## src/rtl/irq_promote_reg.sv

```systemverilog
module irq_promote_reg #(
  parameter int NSRC = 12,
  parameter logic [7:0] VEC_TOP = 8'hF0,
  localparam int IDXW = (NSRC > 1) ? $clog2(NSRC) : 1
) (
  input  logic            clk,
  input  logic            rst_n,
  input  logic            mode_a,
  input  logic            mode_b,
  input  logic [NSRC-1:0] irq_pend,
  input  logic [NSRC-1:0] irq_en,
  input  logic            gmask,
  input  logic            wr_en,
  input  logic [7:0]      wr_data,
  output logic [7:0]      rd_data,
  output logic            grant_valid,
  output logic [IDXW-1:0] grant_idx,
  output logic [7:0]      grant_vec
);

  logic            boot_q, spec_q, moda_q, vis_q;
  logic [3:0]      sel_q;
  logic [NSRC-1:0] pend_q, en_q;
  logic            mask_q;
  logic [NSRC-1:0] elig;
  logic            dflt_hit, promo_hit;
  logic [IDXW-1:0] dflt_idx, promo_idx;

  always_ff @(posedge clk) begin
    if (!rst_n) begin
      spec_q <= ~mode_b;
      moda_q <= mode_a;
      boot_q <= ~mode_b & ~mode_a;
      vis_q  <= ~mode_b & mode_a;
      sel_q  <= 4'b0110;
      pend_q <= '0;
      en_q   <= '0;
      mask_q <= 1'b1;
    end else begin
      pend_q <= irq_pend;
      en_q   <= irq_en;
      mask_q <= gmask;
      if (wr_en) begin
        vis_q <= wr_data[4];
        if (spec_q) boot_q <= wr_data[7];
        if (gmask)  sel_q  <= wr_data[3:0];
      end
    end
  end

  assign rd_data = {boot_q, spec_q, moda_q, vis_q, sel_q};
  assign elig    = pend_q & en_q;

  always_comb begin
    dflt_hit  = 1'b0;
    dflt_idx  = '0;
    promo_hit = 1'b0;
    promo_idx = '0;
    for (int i = NSRC - 1; i >= 0; i--) begin
      if (elig[i]) begin
        dflt_hit = 1'b1;
        dflt_idx = IDXW'(i);
      end
    end
    for (int i = 0; i < NSRC; i++) begin
      if (i < 16 && sel_q == 4'(i) && elig[i]) begin
        promo_hit = 1'b1;
        promo_idx = IDXW'(i);
      end
    end
  end

  assign grant_valid = dflt_hit & ~mask_q;
  assign grant_idx   = promo_hit ? promo_idx : dflt_idx;
  assign grant_vec   = VEC_TOP - 8'(grant_idx);

  p_mask_blocks_r4: assert property (@(posedge clk) disable iff (!rst_n)
    $past(gmask) |-> !grant_valid);
  p_winner_eligible_r2: assert property (@(posedge clk) disable iff (!rst_n)
    grant_valid |-> ($past(irq_pend & irq_en) & (NSRC'(1) << grant_idx)) != '0);
  p_sel_gated_r6: assert property (@(posedge clk) disable iff (!rst_n)
    (!gmask || !wr_en) |=> $stable(rd_data[3:0]));
  p_mode_hold_r8: assert property (@(posedge clk) disable iff (!rst_n)
    1'b1 |=> $stable(rd_data[6:5]));
  p_boot_zero_r9: assert property (@(posedge clk) disable iff (!rst_n)
    !rd_data[6] |-> !rd_data[7]);
  p_vec_map_r5: assert property (@(posedge clk) disable iff (!rst_n)
    grant_valid |-> (grant_vec + 8'(grant_idx)) == VEC_TOP);

endmodule

```

## config.mk

```make
export PLATFORM = sky130hd
export DESIGN_NAME = irq_promote_reg
export DESIGN_NICKNAME = d
export VERILOG_FILES = /design/src/rtl/irq_promote_reg.sv
export SDC_FILE = /design/constraint.sdc
export NUM_CORES = 1
export LEC_CHECK = 0
export BUFFER_PORTS_ARGS = -buffer_cell sky130_fd_sc_hd__buf_2
export CAP_MARGIN = 10
export CORE_MARGIN = 2
export CORE_UTILIZATION = 25
export DETAILED_ROUTE_END_ITERATION = 8
export RECOVER_POWER = 100
export SETUP_SLACK_MARGIN = 0.1
export SKIP_LAST_GASP = 1
export SYNTH_ARGS = -nofsm -noshare
export SYNTH_HDL_FRONTEND = slang
export SYNTH_SLANG_ARGS = --single-unit
```

## constraint.sdc

```tcl
create_clock -name clk -period 2 [get_ports clk]
set_input_delay 0.1 -clock clk [delete_from_list [all_inputs] [get_ports clk]]
set_output_delay 0.1 -clock clk [all_outputs]
set_load 0.02 [all_outputs]
```

==> results of run 1 <==
-- metrics by stage --
stage	util	total power, mW	cell area (sq um)
after floorplan	-	0.9888	1684
after CTS	0.3626	1.654	2276
final	0.3691	1.648	2317
after global placement	0.3283	1.093	2061
after detailed placement	0.3283	1.096	2061
after global routing	0.3691	1.731	2317
-- what timing repair did --
item,in CTS,in global routing
setup buffers,2,2
gates resized for setup,24,11
pin swaps,8,5
endpoints found under the setup margin,9,10
hold buffers,0,0
-- power by group through the flow --
stage / Sequential, mW / Clock [mW] / Combinational [mW]
after floorplan: 0.746 / 0 / 0.243
after global placement: 0.750 / 0 / 0.344
after detailed placement: 0.751 / 0 / 0.345
after CTS: 0.734 / 0.509 / 0.411
after global routing: 0.739 / 0.534 / 0.458
final: 0.734 / 0.492 / 0.423
-- cell families (layout without fill, tap and decap cells) --
kind of cell	count (synthesis)	after routing	share of synthesized area
xor+xnor	2	2	0.01088
simple gates	94	94	0.3465
fa+ha+maj	1	1	0.007769
compound gates	21	21	0.1111
mux	1	1	0.006993
buf+inv	20	87	0.07925
flops	33	33	0.4351
other cells	1	3	0.002329
-- critical path, delay by kind of cell, from the launching register on --
family                    cells  cell delay (ps)
AOI/OAI and AO/OA             1              230
and+or+nand+nor               5              920
DFF                           1              360
buffers and inverters         2              280
xor gates and xnor gates      1              140
-- path summary, 6_finish.rpt --
check | endpoint | slack [ps]
worst max-delay path | grant_vec[3] | -330
worst max register to register | sel_q[1]$_SDFFE_PN1P_ | 1080
worst min-delay path | pend_q[9]$_SDFF_PN0_ | 20
worst min register to register | sel_q[2]$_SDFFE_PN1P_ | 530
-- cell type report --
class                      instances  area (sq um)
fill                             656          3960
multi-input combinational        122         938.4
sequential                        33         715.7
timing repair buffer              73         451.7
tap                               77         96.34
clock buffer                       8         90.09
inverter                           6         25.02
-- state kept, by name, summed over array words and instances, names as in the netlist --
register  cells
vis_q         1
mask_q        1
pend_q       12
sel_q         4
spec_q        1
en_q         12
moda_q        1
boot_q        1
-- placed cells by master, fill, tap and decap left out, types with 4 or more instances in the layout --
cell,n
clkbuf_8,6
buf_2,37
buf_4,19
edfxtp_1,4
dfxtp_4,4
nor2_1,4
buf_6,8
nand3_1,10
nand2_1,24
clkbuf_1,11
and2_1,20
nand4_1,4
inv_1,5
dfxtp_1,25
nand2b_1,4
and2_0,7
-- metal layers --
metal	part of all wire	global-route usage	wire, um
met1	0.45	0.1350	1694
met2	0.48	0.1753	1793
met3	0.051	0.02163	190
met4	0.021	0.04839	78
met5	0	0	0
==> qor.txt, run 1 <==
first-pass GRT wire length - 6065 um
largest cells by area after synthesis - dfxtp_1, and2_1, edfxtp_1
worst vdd ir - 0.4638 mV
Worst Skew - 0.06856 ps
P&R area growth vs syn - 43.90%
row count - 29
clock power share - 0.298
crit path cell chain - and2_4, nor4b_4, nor4_4, nand3_2, o2bb2ai_4, buf_6, nand3_4, xnor2_2, buf_4
CTS H-tree lvls - 2
sequential area share after synthesis - 0.4351
slowest CP cell - nor4_4
post-DR vias/cell - 4.398
via count - 1403
worst hold stages - 2
vias in the first global route - 1344
Crit Path Max Fanout - 6
max-cap violations - 0
Pre-antenna DRT Iters - 4
grt total ovfl - 0
CTS clock-pin slew for the worst setup and hold paths - 60 ps
Layout Cells excl Fill - 319
final slew viol count - 0
Setup violations, final - 8
Worst slew margin - 0.2897
Tot GR Track Use - 0.1068
Cells after DPL - 307
Post-synth EDFFs - 4
Max Fclk - 429.5 MHz
cells on worst reg2reg path - 4
Synth Flop Type - dfxtp_1
Hold Startpoint - irq_pend[9]
post-place setup slack - -72.90 ps
Setup CP Type - flop to output port
cell with the most instances after synthesis - dfxtp_1
Final Hold Viols - 0
initial DRC count - 60
Setup WS post-layout - -328.2 ps
leakage power total - 1.031 nW
number of buffers created by CTS - 5
die area - 0.007099 sq mm
Final min period - 2328 ps
Worst Hold Class - input pin to flop
dpl hpwl - 2892 um
synth cell count leaders - dfxtp_1, and2_1, nand2_1
Crit Reg-Reg Startpoint - sel_q[1]$_SDFFE_PN1P_
WP data required - 1900 ps
drc violations - 0
DIE HEIGHT - 84.26 um
synth unique cells - 48
input/output buffers - 53
sw frac - 0.2739
Worst-Margin Slew - 1065 ps
Pint - 1.197 mW
drt wl/cell - 11.77 um
Tcrit/Tclk final - 1.164
syn avg cell area - 9.308 sq um
Core Region - 0.006277 sq mm
starting density of the core - 0.2565
clk sink count - 33
PD cells - 711.2 mW/mm^2
synthesized flop and latch total - 33
fraction of layout cells with a size suffix above 1 - 0.4050
sw power - 451.5 uW
antenna viol nets, final - 0
Min Hold Slack - 21.93 ps
failing checks - negative setup slack
type of origin of the critical path - flop
CTS tree - built
Die Wd - 84.26 um
RD Place Congestion - 0.8083
status - finished, violations left
post-synth top area cell - dfxtp_1
Mapped Cells - 173
Setup TNS Final - -1902 ps
Slowest Stage Delay on Critical Path - 380 ps
io pins - 59
antenna diode count - 0
CTS root buffer - clkbuf_8
RSZ-0062 raised after global routing - yes
final WL - 3756 um
Seq pwr share - 0.445
CTS Buffer Depth - 2
clk_lat worst skew - 280 ps
Critical path origin - sel_q[1]$_SDFFE_PN1P_
Synthesis Warnings - 0
largest net degree at the start of global routing - 35
share of flip-flops with an asynchronous set or reset - 0
initial antenna violation count - 0
CP arrival - 2230 ps
Mapped Area - 0.001610 sq mm
Combinational Power Share - 0.256
post-synth top area share - 0.3605
crit end category - output port
Net count, final - 280
No activity file was read; power rests on OpenSTA's default activity.
==> inputs of run 2 (changes only) <==
==> constraint.sdc (replaced) <==
create_clock -name clk -period 2 [get_ports clk]
set_input_delay 0.1 -clock clk [delete_from_list [all_inputs] [get_ports clk]]
set_output_delay 0.1 -clock clk [all_outputs]
set_load 0.005 [all_outputs]
==> qor.txt, run 2 (synthesized netlist as in run 1, its figures left out) <==
Tot GR Track Use - 0.09900 (-0.007816)
Tcrit/Tclk final - 1.134 (-0.03053)
max-cap violations - 0 (unchanged)
drc violations - 0 (unchanged)
Setup violations, final - 8 (unchanged)
Finished Core Util - 0.3594 (-0.009767)
input/output buffers - 53 (unchanged)
CP arrival - 2170 ps (-60 ps)
vias in the first global route - 1270 (-5.5%)
fraction of layout cells with a size suffix above 1 - 0.4215 (+0.01653)
slowest CP cell - dfxtp_4
leakage power total - 1.042 nW (+1.1%)
commonest non-fill, non-tap cell in the layout - buf_2
CTS tree - built
P&R area growth vs syn - 40.09%
initial DRC count - 37 (-38%)
Setup TNS Final - -1445 ps (+457.3 ps)
Setup WS post-layout - -267.1 ps (+61.06 ps)
Core Region - 0.006277 sq mm (unchanged)
grt total ovfl - 0 (unchanged)
biggest registers after layout - en_q: 12 flops, pend_q: 12 flops, sel_q: 4 flops
worst vdd ir - 0.4048 mV (-13%)
crit end category - output port
CTS root buffer - clkbuf_8
failing checks - negative setup slack
fill count - 649 (-1.1%)
number of buffers created by CTS - 5 (unchanged)
starting density of the core - 0.2565 (unchanged)
Net count, final - 280 (unchanged)
RD Place Congestion - 0.8699 (+7.6%)
Worst slew margin - 0.3137 (+0.02395)
row count - 29 (unchanged)
post-place setup slack - -95.51 ps (-22.61 ps)
Die Wd - 84.26 um (unchanged)
post-DR vias/cell - 4.323 (-1.7%)
Max Fclk - 441.1 MHz (+2.7%)
most frequent cells in the layout - buf_2, dfxtp_1, nand2_1, and2_1, buf_4
Setup CP Type - flop to output port
via count - 1379 (-1.7%)
Worst Skew - 0.2982 ps (+0.2297 ps)
initial antenna violation count - 0 (unchanged)
Worst-Margin Slew - 1029 ps (-35.93 ps)
Pre-antenna DRT Iters - 4 (unchanged)
antenna diode count - 0 (unchanged)
Reg area - 713.2 sq um (-0.35%)
largest net degree at the start of global routing - 35 (unchanged)
WP data required - 1900 ps (about the same)
drt wl/cell - 11.47 um (-2.6%)
final slew viol count - 0 (unchanged)
CTS H-tree lvls - 2 (unchanged)
Slowest Stage Delay on Critical Path - 390 ps (about the same)
clk sink count - 33 (unchanged)
status - finished, violations left
most numerous cell on the critical path - nor4_4
die area - 0.007099 sq mm (unchanged)
CTS Buffer Depth - 2 (unchanged)
DIE HEIGHT - 84.26 um (unchanged)
type of origin of the critical path - flop
Final Hold Viols - 0 (unchanged)
dpl hpwl - 2823 um (-2.4%)
final WL - 3660 um (-2.6%)
antenna viol nets, final - 0 (unchanged)
first-pass GRT wire length - 5651 um (-6.8%)
io pins - 59 (unchanged)
PD cells - 694.3 mW/mm^2 (-2.4%)
Final min period - 2267 ps (-61.06 ps)
crit path cell chain - nand2b_2, nor4_4, nor4_4, nand4_1, o2bb2ai_4, ha_4, xor2_1, buf_2
clk_lat worst skew - 280 ps (about the same)
Overall Power - 1.566 mW (-5.0%)
Worst Hold Class - input pin to flop
Min Hold Slack - 19.69 ps (-2.248 ps)
Crit Path Max Fanout - 7 (+1)
RSZ-0062 raised after global routing - yes
Multi-input gate area - 895.9 sq um (-4.5%)
CTS clock-pin slew for the worst setup and hold paths - 60 ps (about the same)
run 2: metal layers:
| layer | share of wire | track usage | wire length [um] | up-vias |
|---|---|---|---|---|
| met5 | 0 | 0 | 0 | - |
| met4 | 0.018 | 0.04839 | 66 | 0 |
| met3 | 0.044 | 0.02360 | 160 | 5 |
| met2 | 0.48 | 0.1623 | 1763 | 38 |
| met1 | 0.46 | 0.1216 | 1669 | 610 |
| li1 | - | - | - | 726 |
run 2: worst paths after layout:
check	startpoint	to	slack (ps)	depth (start not counted)
max	sel_q[1]$_SDFFE_PN1P_	grant_vec[2]	-270	8
min	irq_pend[1]	pend_q[1]$_SDFF_PN0_	20	2
max reg2reg	sel_q[0]$_SDFFE_PN0P_	sel_q[0]$_SDFFE_PN0P_	1070	4
min reg2reg	spec_q$_DFFE_PN_	boot_q$_DFFE_PP_	580	2
run 2: power breakdown:
| part | switching, mW | total, mW | leakage (nW) | internal [mW] |
|---|---|---|---|---|
| sequential | 0.0235 | 0.733 | 0.283 | 0.709 |
| clock | 0.221 | 0.532 | 0.0542 | 0.310 |
| combinational | 0.135 | 0.302 | 0.705 | 0.167 |
run 2: what timing repair did:
| action | CTS | global route |
|---|---|---|
| setup buffers | 1 | 2 |
| endpoints found under the setup margin | 9 | 9 |
| gates resized for setup | 9 | 16 |
| pin swaps | 1 | 4 |
| hold buffers | 0 | 0 |
| gates cloned | 0 | 0 |
run 2: critical path: cells and delay by family (launching register included):
family                     cells  cell delay [ps]
and+or+nand+nor                4              850
buffers and inverters          1              130
adders and majority gates      1              170
xor gates and xnor gates       1              140
DFF                            1              390
AOI/OAI and AO/OA              1              200
run 2: stage by stage:
step,std cells,cell area (sq um)
floorplan,175,1618
global placement,308,2014
detailed placement,308,2014
CTS,317,2155
global route,319,2256
finish,319,2256
run 2: cell type report:
type / count / share of cell area
Clock buffer: 7 / 0.04271
Clock inverter: 1 / 0.002219
Inverter: 6 / 0.009983
Multi-Input combinational cell: 122 / 0.3971
Sequential cell: 33 / 0.3161
Tap cell: 77 / 0.04271
Timing Repair Buffer: 73 / 0.1891
